$ cat config.mk
export PLATFORM = sky130hd
export DESIGN_NAME = bsalu_top
export DESIGN_NICKNAME = d
export VERILOG_FILES = /design/src/rtl/bsalu_pkg.sv /design/src/rtl/bsalu_slice.sv /design/src/rtl/bsalu_opdec.sv /design/src/rtl/bsalu_flags.sv /design/src/rtl/bsalu_top.sv
export SDC_FILE = /design/constraint.sdc
export NUM_CORES = 1
export LEC_CHECK = 0
export CAP_MARGIN = 10
export CORE_MARGIN = 2
export CORE_UTILIZATION = 30
export DETAILED_ROUTE_END_ITERATION = 6
export PLACE_DENSITY_LB_ADDON = 0.3
export SYNTH_ARGS = -nofsm -noshare
export SYNTH_HDL_FRONTEND = slang
export SYNTH_SLANG_ARGS = --single-unit
$ cat constraint.sdc
create_clock -name vclk -period 22.2
set_input_delay 2.22 -clock vclk [all_inputs]
set_output_delay 2.22 -clock vclk [all_outputs]
set_load 0.05 [all_outputs]
$ cat src/rtl/bsalu_pkg.sv
`timescale 1ns/1ps
package bsalu_pkg;
   typedef enum logic [1:0] {
      SEL_AND  = 2'b00,
      SEL_OR   = 2'b01,
      SEL_SUM  = 2'b10,
      SEL_LESS = 2'b11
   } sel_e;
endpackage

$ cat src/rtl/bsalu_slice.sv
`timescale 1ns/1ps
module bsalu_slice
   import bsalu_pkg::*;
(
   input  logic a_i,
   input  logic b_i,
   input  logic binv_i,
   input  logic cin_i,
   input  logic less_i,
   input  sel_e sel_i,
   output logic res_o,
   output logic cout_o,
   output logic sum_o
);
   logic bb;

   // operand b after optional inversion
   assign bb     = b_i ^ binv_i;
   assign sum_o  = a_i ^ bb ^ cin_i;
   assign cout_o = (a_i & bb) | (a_i & cin_i) | (bb & cin_i);

   always_comb begin
      case (sel_i)
         SEL_AND:  res_o = a_i & bb;
         SEL_OR:   res_o = a_i | bb;
         SEL_SUM:  res_o = sum_o;
         default:  res_o = less_i;
      endcase
   end
endmodule

$ cat src/rtl/bsalu_opdec.sv
`timescale 1ns/1ps
module bsalu_opdec
   import bsalu_pkg::*;
(
   input  logic       neg_i,
   input  logic [1:0] op_i,
   output logic       binv_o,
   output logic       cin0_o,
   output sel_e       sel_o
);
   // one control line feeds both the inversion and the lowest carry
   assign binv_o = neg_i;
   assign cin0_o = neg_i;
   assign sel_o  = sel_e'(op_i);
endmodule

$ cat src/rtl/bsalu_flags.sv
`timescale 1ns/1ps
module bsalu_flags #(
   parameter int W = 32
) (
   input  logic [W-1:0] res_i,
   input  logic         msb_cin_i,
   input  logic         msb_cout_i,
   output logic         zero_o,
   output logic         carry_o,
   output logic         ovf_o
);
   generate
      if (W < 2) begin : g_bad_width
         $error("bsalu_flags: W must be at least 2");
      end
   endgenerate

   assign zero_o  = ~(|res_i);
   assign carry_o = msb_cout_i;
   assign ovf_o   = msb_cin_i ^ msb_cout_i;
endmodule

$ cat src/rtl/bsalu_top.sv
`timescale 1ns/1ps
module bsalu_top
   import bsalu_pkg::*;
#(
   parameter int W = 32
) (
   input  logic [W-1:0] a_i,
   input  logic [W-1:0] b_i,
   input  logic         neg_i,
   input  logic [1:0]   op_i,
   output logic [W-1:0] result_o,
   output logic         zero_o,
   output logic         carry_o,
   output logic         ovf_o
);
   localparam int MSB = W - 1;

   generate
      if (W < 2) begin : g_bad_width
         $error("bsalu_top: W must be at least 2");
      end
   endgenerate

   logic binv;
   logic cin0;
   sel_e sel;
   logic msb_sum;
   logic msb_cin;
   logic msb_cout;

   bsalu_opdec u_dec (
      .neg_i  (neg_i),
      .op_i   (op_i),
      .binv_o (binv),
      .cin0_o (cin0),
      .sel_o  (sel)
   );

   generate
      for (genvar i = 0; i < W; i++) begin : g_bit
         logic ci;
         logic co;
         logic sm;
         logic lss;
         logic rb;

         if (i == 0) begin : g_lsb
            assign ci  = cin0;
            assign lss = msb_sum;
         end else begin : g_upper
            assign ci  = g_bit[i-1].co;
            assign lss = 1'b0;
         end

         bsalu_slice u_slice (
            .a_i    (a_i[i]),
            .b_i    (b_i[i]),
            .binv_i (binv),
            .cin_i  (ci),
            .less_i (lss),
            .sel_i  (sel),
            .res_o  (rb),
            .cout_o (co),
            .sum_o  (sm)
         );

         assign result_o[i] = rb;
      end
   endgenerate

   assign msb_sum  = g_bit[MSB].sm;
   assign msb_cin  = g_bit[MSB].ci;
   assign msb_cout = g_bit[MSB].co;

   bsalu_flags #(.W(W)) u_flags (
      .res_i      (result_o),
      .msb_cin_i  (msb_cin),
      .msb_cout_i (msb_cout),
      .zero_o     (zero_o),
      .carry_o    (carry_o),
      .ovf_o      (ovf_o)
   );
endmodule

* Yosys cells after proc, flatten, opt, wreduce, memory -nomap -nowiden *
Cells that the tools add are included.

storage, ports and cells
  output and inout bits = 35
  flip-flop bits (word level) = 0

cells by class
  mux-type cells = 32
  reductions and logical operators = 2
  bitwise gates (word level) = 290
  equality and inequality tests = 2

operators with widths
  operator            count
  $xor 1x1->1         97
  $and 1x1->1         96
  $or 1x1->1          96
  $pmux 1 s3          32
  $reduce_or 32->1    1
  $eq 2x1->1 const B  1
  $eq 2x2->1 const B  1
  $logic_not 2->1     1
  $not 1->1           1

* Logic depth before layout (Yosys ltp) *
Gate-level depths: netlist of the first run.

  depth after elaboration = 98
  gate-level depth with buffers = 43
  mapped depth without buffers = 41

* Hierarchy *
Synthesis of the first run repeated with hierarchy kept, for this count alone.

unflattened totals
  cells, all modules = 402
  area total of the unflattened synthesis = 3525.9 um2

by module, submodules not included
  module       instances  cells an instance  area an instance (um2)
  bsalu_slice  32         11                 98.8
  bsalu_top    1          33                 244.0
  bsalu_flags  1          13                 88.8
  bsalu_opdec  1          4                  30.0

* Least setup slack after synthesis of the first run *
No wires, ideal clock.

  path kind = input to output
  start point = input neg_i
  end point = output zero_o
  stages on the path = 42
  arrival time = 15.752 ns
  slack = 4.228 ns
  path through = buf_6 buf_2 xor2_1 inv_1 fa_1 inv_1 fa_1 fa_1 fa_1 fa_1 fa_1 fa_1 fa_1 fa_1 fa_1 fa_1 fa_1 fa_1 [6 not listed] fa_1 fa_1 fa_1 fa_1 fa_1 fa_1 fa_1 fa_1 fa_1 fa_1 inv_1 fa_1 inv_1 fa_1 mux4_2 nor4_1 nand2_1 nor3_2

between the ends
  longest elaborated chain between the ends = 98
  elaborated cells on any way between the ends = 318

RTL lines
  what                     line                                  text
  from (decl)              bsalu_top.sv:9                        input logic neg_i,
  $xor 1x1->1              bsalu_slice.sv:18                     assign bb = b_i ^ binv_i;
  $and 1x1->1              bsalu_slice.sv:20, bsalu_slice.sv:24
  $or 1x1->1 (2 in a row)  bsalu_slice.sv:20                     assign cout_o = (a_i & bb) | (a_i & cin_i) | (bb & cin_i);
  $and 1x1->1              bsalu_slice.sv:20
  $or 1x1->1 (2 in a row)  bsalu_slice.sv:20
  $and 1x1->1              bsalu_slice.sv:20
  $or 1x1->1 (2 in a row)  bsalu_slice.sv:20
  $and 1x1->1              bsalu_slice.sv:20
  [78 not listed]          -
  $or 1x1->1 (2 in a row)  bsalu_slice.sv:20
  $and 1x1->1              bsalu_slice.sv:20
  $or 1x1->1 (2 in a row)  bsalu_slice.sv:20
  $xor 1x1->1              bsalu_slice.sv:19                     assign sum_o = a_i ^ bb ^ cin_i;
  $pmux 1 s3 *             bsalu_slice.sv:23                     case (sel_i)
  via g_bit[0].rb          bsalu_top.sv:45                       logic rb;
  $reduce_or 32->1 *       bsalu_flags.sv:18                     assign zero_o = ~(|res_i);
  $not 1->1 *              bsalu_flags.sv:18
  to (decl)                bsalu_top.sv:12                       output logic zero_o,

Mark *: on every way through the listed nets, which the timed path passes. The rest lies on a longest branch.

* Worst setup path in the final report of the first run *
  start point = input neg_i
  end point = output zero_o

between the ends
  longest elaborated chain between the ends = 98
  elaborated cells on any way between the ends = 318

RTL lines
  what                     line
  $xor 1x1->1              bsalu_slice.sv:18
  $and 1x1->1              bsalu_slice.sv:20, bsalu_slice.sv:24
  $or 1x1->1 (2 in a row)  bsalu_slice.sv:20
  $and 1x1->1              bsalu_slice.sv:20
  $or 1x1->1 (2 in a row)  bsalu_slice.sv:20
  $and 1x1->1              bsalu_slice.sv:20
  $or 1x1->1 (2 in a row)  bsalu_slice.sv:20
  $and 1x1->1              bsalu_slice.sv:20
  [77 not listed]          -
  $and 1x1->1              bsalu_slice.sv:20
  $or 1x1->1 (2 in a row)  bsalu_slice.sv:20
  $and 1x1->1              bsalu_slice.sv:20
  $or 1x1->1 (2 in a row)  bsalu_slice.sv:20
  $xor 1x1->1              bsalu_slice.sv:19
  $pmux 1 s3               bsalu_slice.sv:23
  $reduce_or 32->1 *       bsalu_flags.sv:18
  $not 1->1 *              bsalu_flags.sv:18

Mark *: on every way between the ends. The rest lies on a longest branch, timed or not.

==> flow_summary.json, run 1 <==
{
  "synth.yosys.seq_area_share_pct": 0,
  "design.die.area_mm2": 0.0108,
  "path_class": "input pin to output port",
  "final_area_mm2": 0.00383,
  "grt_overflow_total": 0,
  "yosysTopAreaCell": "ha_1",
  "rsz0062_at_grt": "no",
  "synthDominantCellAreaShare_pct": 26.8,
  "area_delta_synth_final_pct": 27.8,
  "cp-start-kind": "input pin",
  "ys_types": 24,
  "avgSynthCellArea_um2": 9.21,
  "relSlewSlack_pct": 52.3,
  "crit_fanout": 34,
  "routed_wl_um": 6870,
  "end_kind": "output port",
  "cts_setup_buffers": 0,
  "portBuffers": 102,
  "syn_area_mm2": 0.00299,
  "cpPeakStageDelay_ns": 0.83,
  "num_vias": 2199,
  "critPathRequiredTime_ns": 19.98,
  "die_w_um": 104,
  "p_leak_nw": 1.88,
  "crit_top_cell": "fa_1",
  "synth_area_leaders": "ha_1 27%, fa_1 21%, mux2i_1 10%",
  "drc": 0,
  "fillerInstances": 987,
  "cap_violations": 0,
  "rows": 36,
  "holdWs_ns": 5.88,
  "hold_path.class": "input pin to output port",
  "place_hpwl_um": 5520,
  "nClkBuffers": 0,
  "cts_resized": 0,
  "drt_iter0_markers": 38,
  "syn_nets": 487,
  "synth_common_cells": "65 x inv_1, 64 x ha_1, 35 x buf_4",
  "setup_viol": 0,
  "grt_use_total_pct": 12.8,
  "period_minus_slack_ns": 19.33,
  "finalWorstSetupSlack_ns": 2.87,
  "hold_viol_final": 0,
  "antenna_found_initial": 0,
  "antenna_left": 0,
  "via_per_inst": 4.26,
  "wire_per_inst_um": 13.3,
  "place_area_mm2": 0.00383,
  "place_ws_ns": 2.91,
  "antennaDiodeCount": 0,
  "regArea_um2": 0,
  "gp_congestion": 0.728,
  "outcome": "finished clean",
  "period_share_pct": 87.1,
  "fmax_ghz": 0.0517,
  "grt_pass1_vias": 2504,
  "syn-instance-count": 325,
  "fp.coreArea_mm2": 0.00973,
  "grt_max_degree": 38,
  "drt_pass1_iterations": 4,
  "ir_drop_v": 0.0000206,
  "ys_warn_count": 0,
  "synth.most_common_cell": "inv_1",
  "finalSetupTns_ns": 0,
  "grt_pass1_wl_um": 11800,
  "critPathSlowestCell": "clkdlybuf4s50_1",
  "nets": 547,
  "cts_hold_buf": 0,
  "io_pins": 102,
  "cpLargestDelayFamily": "adder cells",
  "seq_cell_count": 0,
  "slew_violations": 0,
  "initial_utilization_pct": 30.8,
  "die_h_um": 104,
  "worst_pin_slew_ns": 0.715,
  "drive_above_1_share_pct": 3.39,
  "worstPathBufferInverterCount": 7,
  "p_per_area_mw_per_mm2": 35.4,
  "arrival_ns": 17.11
}
[power by group]
part | leakage (nW) | internal, mW | switching [mW]
combinational | 1.88 | 0.0538 | 0.0815
clock | 0 | 0 | 0
sequential | 0 | 0 | 0
total | 1.88 | 0.0538 | 0.0815
[per-layer routing]
layer	up-vias	share of wire, %	global-route usage [%]
li1	1098	-	-
met1	1039	45	16.6
met2	60	48	23.3
met3	2	6.3	2.57
met4	0	0.20	0.483
met5	-	0	0
[per-stage QoR]
step | instances | utilization [%] | total power, mW
after floorplan | 325 | - | 0.103
after global placement | 516 | 39.3 | 0.134
after detailed placement | 516 | 39.3 | 0.137
after CTS | 516 | 39.3 | 0.137
after global routing | 516 | 39.3 | 0.149
final | 516 | 39.3 | 0.135
[worst min-delay path, cell delays in order]
cell and delay (ns):
buf_2 0.10, buf_4 0.30, mux2i_1 0.21, o22ai_1 0.11
clkdlybuf4s50_1 0.71
[cell usage in the layout (no fill, tap or decap), drive strengths merged]
cell type / n
nor2b: 4
o31a: 2
buf: 5
nand2: 2
clkdlybuf4s50: 100
inv: 68
xor2: 33
xnor2: 1
fa: 31
o22ai: 29
nor3: 1
nor4: 8
nand2b: 1
nand4: 1
mux2i: 30
mux4: 1
ha: 64
o21ai: 2
[kinds of logic (layout without fill, tap and decap cells)]
kind of cell | after synthesis | count (layout) | synth area share, %
mux | 31 | 31 | 10.8
simple gates | 17 | 17 | 4.01
fa+ha+maj | 95 | 95 | 47.5
buf+inv | 115 | 173 | 20.8
compound gates | 33 | 33 | 6.98
xor+xnor | 34 | 34 | 9.95
[worst paths after layout]
path	from	cells after the start	endpoint	slack, ns
worst max-delay path	neg_i	44	zero_o	2.87
worst min-delay path	op_i[1]	5	result_o[8]	5.88
[final cells by class]
cell class | instances | area, µm² | area share [%]
tap | 133 | 166 | 4.35
inverter | 68 | 255 | 6.67
timing repair buffer | 105 | 1030 | 27.0
multi-input combinational | 210 | 2370 | 62.0
No activity file was read; power rests on OpenSTA's default activity.
==> run 2, diff against run 1 <==
CORE_MARGIN = 1.5   (was 2)
==> flow_summary.json, run 2 (synthesis gave the netlist of run 1 again) <==
{
  "outcome": "finished clean",
  "seq_cell_count": 0,
  "hold_viol_final": 0,
  "cts_hold_buf": 0,
  "cap_violations": 0,
  "grt_pass1_wl_um": 10800,
  "fmax_ghz": 0.0522,
  "p_per_area_mw_per_mm2": 35.3,
  "worstPathBufferInverterCount": 7,
  "nets": 547,
  "cpPeakStageDelay_ns": 0.83,
  "layout_common_cells": "100 x clkdlybuf4s50_1, 65 x inv_1, 64 x ha_1",
  "cts_setup_buffers": 0,
  "final_common_cell": "clkdlybuf4s50_1",
  "fillerInstances": 1000,
  "crit_top_cell": "fa_1",
  "drive_above_1_share_pct": 3.39,
  "via_per_inst": 4.26,
  "place_hpwl_um": 5420,
  "drt_iter0_markers": 39,
  "io_pins": 102,
  "rsz0062_at_grt": "no",
  "crit_fanout": 34,
  "worst_pin_slew_ns": 0.687,
  "portBuffers": 102,
  "wire_per_inst_um": 13.1,
  "ir_drop_v": 0.0000279,
  "cts_resized": 0,
  "grt_max_degree": 38,
  "grt_pass1_vias": 2275,
  "period_minus_slack_ns": 19.14,
  "area_delta_synth_final_pct": 27.8,
  "antenna_found_initial": 0,
  "end_kind": "output port",
  "regArea_um2": 0,
  "design.die.area_mm2": 0.0106,
  "num_vias": 2197,
  "drc": 0,
  "drt_pass1_iterations": 4,
  "setup_viol": 0,
  "critPathRequiredTime_ns": 19.98,
  "routed_wl_um": 6780,
  "arrival_ns": 16.92,
  "grt_overflow_total": 0,
  "p_leak_nw": 1.88,
  "initial_utilization_pct": 30.8,
  "antennaDiodeCount": 0,
  "path_class": "input pin to output port",
  "cp-start-kind": "input pin",
  "antenna_left": 0,
  "critPathSlowestCell": "clkdlybuf4s50_1",
  "nClkBuffers": 0,
  "relSlewSlack_pct": 54.2,
  "fp.coreArea_mm2": 0.00973,
  "slew_violations": 0,
  "hold_path.class": "input pin to output port",
  "gp_congestion": 0.721,
  "cpLargestDelayFamily": "adder cells",
  "grt_use_total_pct": 12.7,
  "finalSetupTns_ns": 0,
  "rows": 36,
  "power_mw": 0.135,
  "die_h_um": 103,
  "die_w_um": 103,
  "period_share_pct": 86.2
}
==> run 2: cell counts in the layout (fill, tap and decap cells not counted) <==
Identical to the previous run, type by type.
==> run 2: path summary, 6_finish.rpt <==
| kind | startpoint | to | slack [ns] | cells after the start |
|---|---|---|---|---|
| max | neg_i | zero_o | 3.06 | 44 |
| min | op_i[1] | result_o[8] | 5.89 | 5 |
==> run 2: through the flow <==
stage | setup WS [ns] | hold WS [ns] | utilization (%) | area (µm²) | cells
2_1_floorplan | 4.23 | 4.88 | - | 2990 | 325
3_3_place_gp | 3.14 | 5.89 | 39.3 | 3830 | 516
3_5_place_dp | 3.00 | 5.91 | 39.3 | 3830 | 516
4_1_cts | 2.94 | 5.91 | 39.3 | 3830 | 516
5_1_grt | 2.29 | 5.95 | 39.3 | 3830 | 516
6_report | 3.06 | 5.89 | 39.3 | 3830 | 516
==> run 2: worst min-delay path, cell delays in order <==
cell	delay (ns)
buf_2	0.10
buf_4	0.30
mux2i_1	0.22
o22ai_1	0.11
clkdlybuf4s50_1	0.71
==> run 2: layout make-up <==
class | instances | area [µm²] | area share [%]
Inverter | 68 | 255 | 6.67
Multi-Input combinational cell | 210 | 2370 | 62.0
Tap cell | 133 | 166 | 4.35
Timing Repair Buffer | 105 | 1030 | 27.0
==> run 2: layer usage <==
layer | vias to the layer above | wire length (µm) | GRT usage, %
li1 | 1098 | - | -
met1 | 1042 | 3090 | 17.0
met2 | 57 | 3300 | 23.2
met3 | 0 | 386 | 1.49
met4 | 0 | 0 | 0
met5 | - | 0 | 0
==> run 2: where the power goes <==
part           switching [mW]  total [mW]  internal (mW)
Clock                       0           0              0
Sequential                  0           0              0
Combinational          0.0814       0.135         0.0538
Total                  0.0814       0.135         0.0538
